## config.mk

```make
export PLATFORM = sky130hd
export DESIGN_NAME = irq_autovec
export DESIGN_NICKNAME = d
export VERILOG_FILES = /design/src/rtl/avec_pkg.sv /design/src/rtl/avec_mask_reg.sv /design/src/rtl/avec_arb.sv /design/src/rtl/avec_ack_fsm.sv /design/src/rtl/irq_autovec.sv
export SDC_FILE = /design/constraint.sdc
export NUM_CORES = 1
export LEC_CHECK = 0
export ABC_AREA = 1
export BUFFER_PORTS_ARGS = -buffer_cell sky130_fd_sc_hd__buf_2
export CELL_PAD_IN_SITES_DETAIL_PLACEMENT = 2
export CELL_PAD_IN_SITES_GLOBAL_PLACEMENT = 2
export CORE_UTILIZATION = 19
export DETAILED_ROUTE_END_ITERATION = 12
export GPL_ROUTABILITY_DRIVEN = 0
export PLACE_DENSITY_LB_ADDON = 0.1
export SLEW_MARGIN = 20
export SYNTH_ARGS = -nofsm -noshare
export SYNTH_HDL_FRONTEND = slang
export SYNTH_SLANG_ARGS = --single-unit
```

## constraint.sdc

```tcl
create_clock -name clk -period 1 [get_ports clk]
set_input_delay 0.05 -clock clk [delete_from_list [all_inputs] [get_ports clk]]
set_output_delay 0.05 -clock clk [all_outputs]
set_load 0.01 [all_outputs]
```

## src/rtl/avec_pkg.sv

```systemverilog
package avec_pkg;
    localparam int LVL_W_DEF   = 3;
    localparam int ID_W_DEF    = 4;
    localparam int PEER_ID_DEF = 8;

    typedef enum logic [1:0] {
        S_IDLE = 2'd0,
        S_AUTO = 2'd1,
        S_PASS = 2'd2
    } ack_state_t;
endpackage

```

## src/rtl/avec_mask_reg.sv

```systemverilog
module avec_mask_reg #(
    parameter int NLVL = 8
) (
    input  logic            clk,
    input  logic            rst_n,
    input  logic            sel,
    input  logic            we,
    input  logic            supv,
    input  logic [NLVL-1:0] wdata,
    output logic [NLVL-1:0] rdata,
    output logic            acc_err,
    output logic [NLVL-1:0] mask_o
);
    logic priv_ok;
    logic user_hit;

    assign priv_ok  = sel && supv;
    assign user_hit = sel && !supv;

    for (genvar i = 0; i < NLVL; i++) begin : g_bit
        if (i == 0) begin : g_unused
            assign mask_o[i] = 1'b0;
        end else begin : g_level
            logic bit_q;
            always_ff @(posedge clk or negedge rst_n) begin
                if (!rst_n)
                    bit_q <= 1'b0;
                else if (priv_ok && we)
                    bit_q <= wdata[i];
            end
            assign mask_o[i] = bit_q;
        end
    end

    always_ff @(posedge clk or negedge rst_n) begin
        if (!rst_n)
            acc_err <= 1'b0;
        else
            acc_err <= user_hit;
    end

    assign rdata = priv_ok ? mask_o : '0;
endmodule

```

## src/rtl/avec_arb.sv

```systemverilog
module avec_arb #(
    parameter int ID_W    = 4,
    parameter int PEER_ID = 8
) (
    input  logic [ID_W-1:0] id,
    output logic            id_ok,
    output logic            win
);
    localparam logic [ID_W-1:0] PEER = ID_W'(PEER_ID);

    assign id_ok = (id != '0);
    assign win   = id_ok && (id > PEER);
endmodule

```

## src/rtl/avec_ack_fsm.sv

```systemverilog
module avec_ack_fsm
    import avec_pkg::*;
#(
    parameter int LVL_W = 3,
    parameter int NLVL  = 8
) (
    input  logic             clk,
    input  logic             rst_n,
    input  logic             iack,
    input  logic [LVL_W-1:0] lvl,
    input  logic [NLVL-1:0]  mask,
    input  logic             id_ok,
    input  logic             win,
    output logic             avec,
    output logic             arb_win
);
    ack_state_t state_q, state_d;
    logic       win_q;
    logic       hit;

    assign hit = (lvl != '0) && mask[lvl] && id_ok;

    always_comb begin
        state_d = state_q;
        unique case (state_q)
            S_IDLE: if (iack) state_d = hit ? S_AUTO : S_PASS;
            S_AUTO: if (!iack) state_d = S_IDLE;
            S_PASS: if (!iack) state_d = S_IDLE;
            default: state_d = S_IDLE;
        endcase
    end

    always_ff @(posedge clk or negedge rst_n) begin
        if (!rst_n) begin
            state_q <= S_IDLE;
            win_q   <= 1'b0;
        end else begin
            state_q <= state_d;
            if (state_q == S_IDLE && iack)
                win_q <= win;
        end
    end

    always_comb begin
        avec    = 1'b0;
        arb_win = 1'b0;
        unique case (state_q)
            S_IDLE: ;
            S_AUTO: begin
                avec    = iack;
                arb_win = iack && win_q;
            end
            S_PASS: arb_win = iack && win_q;
            default: ;
        endcase
    end
endmodule

```

## src/rtl/irq_autovec.sv

```systemverilog
module irq_autovec
    import avec_pkg::*;
#(
    parameter int LVL_W   = LVL_W_DEF,
    parameter int ID_W    = ID_W_DEF,
    parameter int PEER_ID = PEER_ID_DEF
) (
    input  logic                 clk,
    input  logic                 rst_n,
    input  logic                 reg_sel,
    input  logic                 reg_we,
    input  logic [(1<<LVL_W)-1:0] reg_wdata,
    input  logic                 supv,
    output logic [(1<<LVL_W)-1:0] reg_rdata,
    output logic                 acc_err,
    input  logic                 iack,
    input  logic [LVL_W-1:0]     iack_lvl,
    input  logic [ID_W-1:0]      arb_id,
    output logic                 avec,
    output logic                 arb_win
);
    localparam int NLVL = 1 << LVL_W;

    logic [NLVL-1:0] mask;
    logic            id_ok;
    logic            win;

    avec_mask_reg #(.NLVL(NLVL)) u_mask (
        .clk(clk), .rst_n(rst_n), .sel(reg_sel), .we(reg_we), .supv(supv),
        .wdata(reg_wdata), .rdata(reg_rdata), .acc_err(acc_err), .mask_o(mask)
    );

    avec_arb #(.ID_W(ID_W), .PEER_ID(PEER_ID)) u_arb (
        .id(arb_id), .id_ok(id_ok), .win(win)
    );

    avec_ack_fsm #(.LVL_W(LVL_W), .NLVL(NLVL)) u_fsm (
        .clk(clk), .rst_n(rst_n), .iack(iack), .lvl(iack_lvl), .mask(mask),
        .id_ok(id_ok), .win(win), .avec(avec), .arb_win(arb_win)
    );
endmodule

```

* Yosys cells after proc, flatten, opt, wreduce, memory -nomap -nowiden
Cells that the tools add are included.
Storage, ports and cells: word-level logic and storage cells 39, output and inout bits 11, bits in latches 0, memories kept 0, ROM bits 0, input port bits 21, register bits 11, RAM bits 0
Operators by class: mux-type cells 9, $add $sub $neg 0, bitwise gates (word level) 0, equality and inequality tests 4, order comparisons 2, multiply operators 0, shifts and indexed selects 0, reductions and logical operators 14, divide/modulo/power cells 0
Operators with widths (number):
- 1-bit logical AND | 8
- 8-bit 2-to-1 mux | 1
- 2-bit 2-to-1 mux | 3
- 4-bit greater-than comparator, second input constant | 1
- 3-bit by 4-bit less-than comparator with 1-bit output, second input constant | 1
- 2-bit != test, second input constant | 2
- 2-bit case mux with 2 select lines | 1
- 4-bit nonzero test | 1
- 1-bit binary-select mux with 3-bit select | 1
- 1-bit 2-to-1 mux | 3
- 3-bit nonzero test | 1
- 2-bit by 1-bit equality test with 1-bit output, second input constant | 1
- 2-bit equality test, second input constant | 1
- 2-bit zero test | 1
- 2-bit AND reduction | 1
- 2-bit OR reduction | 1
- 1-bit zero test | 1

* Logic depth before layout (Yosys ltp)
Gate-level depths: netlist of run 1.
depth after elaboration 7, depth in mapped cells 8, mapped depth without buffers 8

* By module
A second synthesis of run 1 with hierarchy kept.
Unflattened totals: cells, all modules 109, area, all modules 764.5 µm²
Modules (own cells, without submodules):
- avec_mask_reg | sequential area each 200.2 µm², cells an instance 60, area an instance 474.2 µm², times used 1
- avec_ack_fsm | sequential area each 75.1 µm², cells an instance 44, area an instance 266.5 µm², times used 1
- avec_arb | sequential area each 0.0 µm², cells an instance 5, area an instance 23.8 µm², times used 1

* Worst setup path before layout of run 1
Ideal clock, no wire load.
kind register to register, start point register u_fsm.state_q[0], end point register u_fsm.state_q[0], arrival 0.938 ns, path buffers 0, data required time 0.882 ns, setup slack -0.057 ns, setup time 0.118 ns, stages on the path, launching flop included 7, period minus slack after synthesis 1.057 ns, cell sequence dfrtp_1 inv_1 ha_1 nand2_1 o21ai_0 nand2_1 nand2_1
Between the ends: cells in the longest elaborated chain, start to end 4, elaborated cells on any way between the ends 8, classes of those cells 4 x eq/ne; 1 x mux; 3 x reduce/logical
Ends and longest elaborated chain:
- from (decl) | line avec_ack_fsm.sv:17 | ack_state_t state_q, state_d;
- from (signal assigned) | line avec_ack_fsm.sv:38 | state_q <= state_d;
- 2-bit by 1-bit equality test with 1-bit output or 2-bit equality test (tied branches) | line avec_ack_fsm.sv:25 | unique case (state_q)
- 2-bit OR reduction (no line)
- 2-bit != test (no line)
- 2-bit AND reduction (no line)
Several ways; a longest one is shown, not always the timed one. A chain may end at the register's enable or synchronous reset.

* Worst setup path after layout of run 1
start point register u_fsm.state_q[0], end point output avec
Between the ends: cells in the longest elaborated chain, start to end 2
Ends and longest elaborated chain:
- 2-bit by 1-bit equality test with 1-bit output | line avec_ack_fsm.sv:47 | unique case (state_q)
- 1-bit 2-to-1 mux | line avec_ack_fsm.sv:47
- to (decl) | line irq_autovec.sv:19 | output logic avec,
Every way passes these cells.

==> out/summary.txt, run 1 <==
Via Count - 703
Initial DRC count - 14
Worst hold slack - 0.01113 ns
Clock root buffer - clkbuf_4
Post-synthesis average cell area - 6.995 um^2
Die H - 58.92 um
Worst hold-check path type - primary input to flop
Clock buffer count from CTS - 3
Vias in the first global route - 696
Multi-input logic area - 287.8 um^2
CP Max Fanout - 2
Leakage - 0.5234 nW
Met2 Resource Use GR - 21.92%
Placed cells - 161
Worst Hold Endpoint - u_mask.g_bit[2].g_level.bit_q
Final max-slew violation count - 0
Share of the yosys chip area belonging to registers - 44.72%
Area of the mapped netlist - 615.6 um^2
Total GRT Usage - 12.33%
Max H-tree Level - 1
Die Width - 58.92 um
Max-cap check violation count - 0
ANT cells - 0
Finished Layout Cells - 171
Failing checks - setup timing
Num rows - 20
Die ar. - 3472 um^2
Reg2Reg Capture Point - u_fsm.state_q[0]
Most area-hungry cell type in the Yosys netlist - dfrtp_1
Clock Latency Late Sink - 0.28 ns
First-pass GRT wire length - 3.015 mm
CP Capture Type - output port
Initial core utilization - 20.16%
Core box area - 3053 um^2
Setup ws final - -0.2709 ns
Top cell type's share of synthesized area - 44.72%
Initial antenna violation count - 0
F_max - 0.7868 GHz
Num ports - 32
Post-Syn Nets - 111
TritonRoute pass-1 iters - 2
Fraction of layout cells with a size suffix above 1 - 41.73%
HPWL Detailed - 1.437 mm
Met3 Track Usage GR - 1.978%
Synthesized flop and latch total - 11
Area Overhead vs Synth - 48.58%
RSZ-0062 raised after global routing - true
Clk slew on worst S/H paths - 0.08 ns
Clock Sinks - 11
Final nets - 151
Clk_skew - 0.008186 ns
Post-DRT Antenna Nets - 0
YS warnings - 0
Hold_sp - reg_wdata[2]
P per Cell Area - 1767 nW/um^2
Worst-case vdd ir drop - 411.0 uV
Dpl cell area - 818.3 um^2
Finished Cell Area - 914.6 um^2
Critical Path AT - 1.22 ns
CTS tree - done
Layout filler cell count - 374
Yosys cell types - 16
# setup viols final - 5
Largest net degree at the start of global routing - 15
GR peak layer - met2
Port Buffer Count - 29
Required time worst endpoint - 0.95 ns
Status - finished, violations left
Worst hold path stage count - 3
Via/cell ratio - 4.111
Worst-case clock buffer depth - 2
Synth Instances - 88
Largest cells by area after synthesis - dfrtp_1 (45%), nand2_1 (13%), nor2_1 (12%), inv_1 (9.1%), a21oi_1 (5.7%)
Drt wl/cell - 10.80 um
Routed Wire Length - 1.847 mm
Grt total ovfl - 0
Fin crit share - 127.1%
DR DRC count - 0
Final Hold Fails - 0
Worst reg2reg path depth - 6
R2R setup slack - -0.11 ns
Met1 usage - 13.41%
Worst r2r src - u_fsm.state_q[0]
CP startpoint kind - flop
Setup CP Type - flop to output port
Seq. cell area - 275.3 um^2
Fin crit period - 1.271 ns
==> metal layers <==
layer  wire [um]  vias to the layer above
li1            -                      342
met1         762                      340
met2         970                       17
met3          80                        4
met4          34                        0
met5           0                        -
==> synthesized netlist by cell type <==
| cell | number |
|---|---|
| a21oi_1 | 7 |
| buf_2 | 1 |
| buf_4 | 1 |
| conb_1 | 1 |
| dfrtp_1 | 11 |
| ha_1 | 2 |
| inv_1 | 15 |
| inv_2 | 1 |
| nand2_1 | 21 |
| nand3_1 | 4 |
| nand3_2 | 1 |
| nand4_1 | 1 |
| nor2_1 | 19 |
| nor3_1 | 1 |
| o21ai_0 | 1 |
| o31ai_1 | 1 |
==> cells by family (layout without fill, tap and decap cells) <==
kind of cell | after synthesis | count (layout) | synth area share (%)
AOI/OAI and AO/OA | 9 | 9 | 7.723
adders and majority gates | 2 | 2 | 4.064
buffers and inverters | 18 | 57 | 11.79
DFF | 11 | 11 | 44.71
other | 1 | 1 | 0.6092
and+or+nand+nor | 47 | 47 | 31.10
==> registers in the layout (all words and copies together), names as in the netlist <==
name,flops
u_fsm.state_q,2
u_fsm.win_q,1
u_mask.acc_err,1
u_mask.g_bit.g_level.bit_q,7
==> layout by cell type (no fill, tap or decap), types with 3 or more instances in the layout <==
master / count
clkbuf_4: 3
a21oi_1: 7
nand3_1: 4
inv_2: 10
dfrtp_1: 11
nand2_1: 20
nor2_1: 17
buf_4: 6
buf_2: 29
inv_1: 6
==> worst max path at each step <==
stage                     depth (start not counted)             start          endpoint
after floorplan                                   6  u_fsm.state_q[1]  u_fsm.state_q[0]
after global placement                            6  u_fsm.state_q[1]  u_fsm.state_q[0]
after detailed placement                          6  u_fsm.state_q[1]  u_fsm.state_q[0]
after CTS                                         5  u_fsm.state_q[0]           arb_win
after global routing                              5  u_fsm.state_q[0]           arb_win
final                                             5  u_fsm.state_q[0]              avec
==> critical path: stages, from the launching register on <==
cell and delay, ns:
dfrtp_1 0.40, buf_4 0.14, ha_1 0.18, nand2_1 0.05
inv_1 0.03, buf_2 0.13
==> power by group <==
group	internal [mW]	switching (mW)	leakage, nW	total (mW)
Combinational	0.334	0.353	0.381	0.688
Clock	0.155	0.169	0.0150	0.323
Sequential	0.545	0.0608	0.127	0.606
Total	1.03	0.583	0.523	1.62
==> through the flow <==
stage / total power, mW / setup WS [ns] / TNS, ns / util, %
3_3_place_gp: 1.122 / -0.08476 / -0.1452 / 26.80
4_1_cts: 1.595 / -0.3036 / -0.7479 / 29.06
6_report: 1.617 / -0.2709 / -0.7384 / 29.96
2_1_floorplan: 0.9227 / -0.02232 / -0.04254 / -
3_5_place_dp: 1.156 / -0.1131 / -0.2735 / 26.80
5_1_grt: 1.761 / -0.3362 / -1.068 / 29.96
==> cell type report <==
type,instances,share of cell area (%)
inverters,16,6.566
multi-input cells,59,31.46
flip-flops and latches,11,30.10
well taps,44,6.019
repair buffers,37,22.98
clock buffers,4,2.873
==> timing repair <==
| item | 4_1_cts | 5_1_grt |
|---|---|---|
| cloned | 0 | 0 |
| resized for setup | 7 | 6 |
| pin swaps | 3 | 8 |
| hold endpoints to repair | 12 | 0 |
| setup buffers | 1 | 3 |
| hold buffers | 2 | 0 |
| setup endpoints to repair | 8 | 11 |
Power figures use the tool's default switching activity.
==> run 2, diff against run 1 <==
--- a/config.mk
+++ b/config.mk
@@ -9,7 +9,7 @@
 export BUFFER_PORTS_ARGS = -buffer_cell sky130_fd_sc_hd__buf_2
 export CELL_PAD_IN_SITES_DETAIL_PLACEMENT = 2
 export CELL_PAD_IN_SITES_GLOBAL_PLACEMENT = 2
-export CORE_UTILIZATION = 19
+export CORE_UTILIZATION = 23
 export DETAILED_ROUTE_END_ITERATION = 12
 export GPL_ROUTABILITY_DRIVEN = 0
 export PLACE_DENSITY_LB_ADDON = 0.1
==> constraint.sdc (replaced) <==
create_clock -name clk -period 1.52 [get_ports clk]
set_input_delay 0.076 -clock clk [delete_from_list [all_inputs] [get_ports clk]]
set_output_delay 0.076 -clock clk [all_outputs]
set_load 0.01 [all_outputs]
==> run 2 against run 1 <==
- the flow now finishes without violations
- via count shrank 6.5%
- setup slack better by 0.46 ns
- non-clock buffer count down 6
- first-iteration DRC count decreased by 64%
- final cell count shrank 12%
- combinational power fell by 54%
- cell area fell by 9.0%
- total power decreased by 44%
- critical path type unchanged
- critical endpoint is now arb_win
- largest power group is now registers
- highest routed layer unchanged
==> out/summary.txt, run 2 (same netlist as run 1, synthesis figures left out) <==
Setup Fix Bufs, Post-CTS - 0 (was 1)
Slowest-stage cell, CP - dfrtp_1 (unchanged)
Die H - 53.74 um (was 58.92 um)
Grt total ovfl - 0 (unchanged)
CP Max Fanout - 3 (was 2)
Final nets - 145 (was 151)
Place WS - 0.3187 ns (was -0.1131 ns)
Port Buffer Count - 29 (unchanged)
Setup TNS Final - 0 ns (was -0.7384 ns)
Setup ws final - 0.1938 ns (was -0.2709 ns)
CP Capture Type - output port (unchanged)
Clock Sinks - 11 (unchanged)
Clock Latency Late Sink - 0.26 ns (was 0.28 ns)
Initial DRC count - 5 (was 14)
Crit path buf inv count - 2 (was 3)
Final Hold Fails - 0 (unchanged)
Largest net degree at the start of global routing - 15 (unchanged)
Num rows - 18 (was 20)
Clock buffer count from CTS - 3 (unchanged)
# setup viols final - 0 (was 5)
Via/cell ratio - 4.351 (was 4.111)
Finished Cell Area - 832.0 um^2 (was 914.6 um^2)
Die ar. - 2887 um^2 (was 3472 um^2)
F_max - 0.7540 GHz
CTS tree - done (unchanged)
Leading cell type in the layout, fill and taps excluded - buf_2 (unchanged)
Total GRT Usage - 14.22% (was 12.33%)
Max-cap check violation count - 0 (unchanged)
Clock root buffer - clkbuf_4 (unchanged)
Required time worst endpoint - 1.44 ns (was 0.95 ns)
TritonRoute pass-1 iters - 4 (was 2)
R2R setup slack - 0.33 ns (was -0.11 ns)
Cts hold-fix bufs - 2 (unchanged)
Setup CP Type - flop to output port (unchanged)
Final core occ - 33.28% (was 29.96%)
Initial antenna violation count - 0 (unchanged)
Leakage - 0.5076 nW (was 0.5234 nW)
CP startpoint kind - flop (unchanged)
Final max-slew violation count - 0 (unchanged)
Most frequent cells in the layout - buf_2 (29), nand2_1 (21), nor2_1 (19), inv_1 (15), dfrtp_1 (11) (was buf_2 (29), nand2_1 (20), nor2_1 (17), dfrtp_1 (11), inv_2 (10))
Vias in the first global route - 656 (was 696)
Critical Path AT - 1.25 ns (was 1.22 ns)
Worst-case vdd ir drop - 526.3 uV (was 411.0 uV)
Fin crit period - 1.326 ns
Via Count - 657 (was 703)
Status - complete, no violations (was finished, violations left)
DR DRC count - 0 (unchanged)
Largest delay share family, worst path - flip-flops (unchanged)
Worst-case clock buffer depth - 2 (unchanged)
Worst reg2reg path depth - 6 (unchanged)
Routed Wire Length - 1.688 mm (was 1.847 mm)
Drt wl/cell - 11.18 um (was 10.80 um)
Clk_skew - 0.003485 ns (was 0.008186 ns)
Fraction of layout cells with a size suffix above 1 - 28.10% (was 41.73%)
Worst hold path stage count - 3 (unchanged)
Layout filler cell count - 315 (was 374)
P per Cell Area - 1089 nW/um^2 (was 1767 nW/um^2)
First-pass GRT wire length - 2.870 mm (was 3.015 mm)
Max FFs per register - 7 (unchanged)
Fin crit share - 87.25%
Num ports - 32 (unchanged)
Critical path, cell by cell - inv_1 > ha_1 > nand2_1 > nor2_1 > buf_2 (was buf_4 > ha_1 > nand2_1 > inv_1 > buf_2)
HPWL Detailed - 1.376 mm (was 1.437 mm)
Initial core utilization - 24.62% (was 20.16%)
Register bank with the most flops - u_mask.g_bit.g_level.bit_q (unchanged)
Worst hold-check path type - primary input to flop (unchanged)
CTS resizes - 0 (was 7)
Post-DRT Antenna Nets - 0 (unchanged)
Biggest regs - u_mask.g_bit.g_level.bit_q (7), u_fsm.state_q (2) (unchanged)
Dpl cell area - 785.8 um^2 (was 818.3 um^2)
ANT cells - 0 (unchanged)
Tot Pwr - 905.9 uW (was 1.617 mW)
RSZ-0062 raised after global routing - false (was true)
Clk slew on worst S/H paths - 0.07 ns (was 0.08 ns)
Die Width - 53.74 um (was 58.92 um)
Stages on the worst setup path - 5 (unchanged)
Max H-tree Level - 1 (unchanged)
Core box area - 2500 um^2 (was 3053 um^2)
CP max stage delay - 0.38 ns (was 0.40 ns)
Area Overhead vs Synth - 35.16% (was 48.58%)
[run 2: cell types whose count changed in the layout (fill, tap and decap cells not counted), sizes merged]
cell | before | now
buf | 35 | 29
[run 2: layer usage]
| metal | track usage (%) | up-vias | part of all wire, % |
|---|---|---|---|
| met4 | 2.632 | 0 | 0.71 |
| met3 | 6.215 | 2 | 5.6 |
| met5 | 0 | - | 0 |
| met1 | 16.55 | 303 | 47 |
| li1 | - | 331 | - |
| met2 | 24.07 | 21 | 46 |
[run 2: metrics by stage]
step / hold slack, ns / instances
2_1_floorplan: -0.2196 / 88
3_3_place_gp: -0.03341 / 145
3_5_place_dp: -0.03446 / 145
4_1_cts: 0.03704 / 151
5_1_grt: 0.04628 / 151
6_report: 0.05111 / 151
[run 2: final cells by class]
type	instances	area, um^2	area share [%]
multi-input cells	59	267.8	32.18
well taps	30	37.54	4.511
repair buffers	31	165.2	19.85
clock buffers	4	26.28	3.158
inverters	16	60.06	7.218
flip-flops and latches	11	275.3	33.08
[run 2: worst min-delay path, delay by kind of cell]
kind          cells  cell delay (ns)
buf+inv           2             0.17
simple gates      1             0.03
[run 2: power breakdown]
group          total (mW)  switching, mW  internal, mW
clock network       0.197         0.0952         0.101
registers           0.394         0.0356         0.358
logic               0.315          0.187         0.128
[run 2: worst paths after layout]
path                                        from                       endpoint
worst max-delay path            u_fsm.state_q[0]                        arb_win
worst min-delay path                     reg_sel                 u_mask.acc_err
worst max register to register  u_fsm.state_q[0]               u_fsm.state_q[1]
worst min register to register       u_fsm.win_q                    u_fsm.win_q
max in group asynchronous                  rst_n  u_mask.g_bit[5].g_level.bit_q
min in group asynchronous                  rst_n  u_mask.g_bit[3].g_level.bit_q
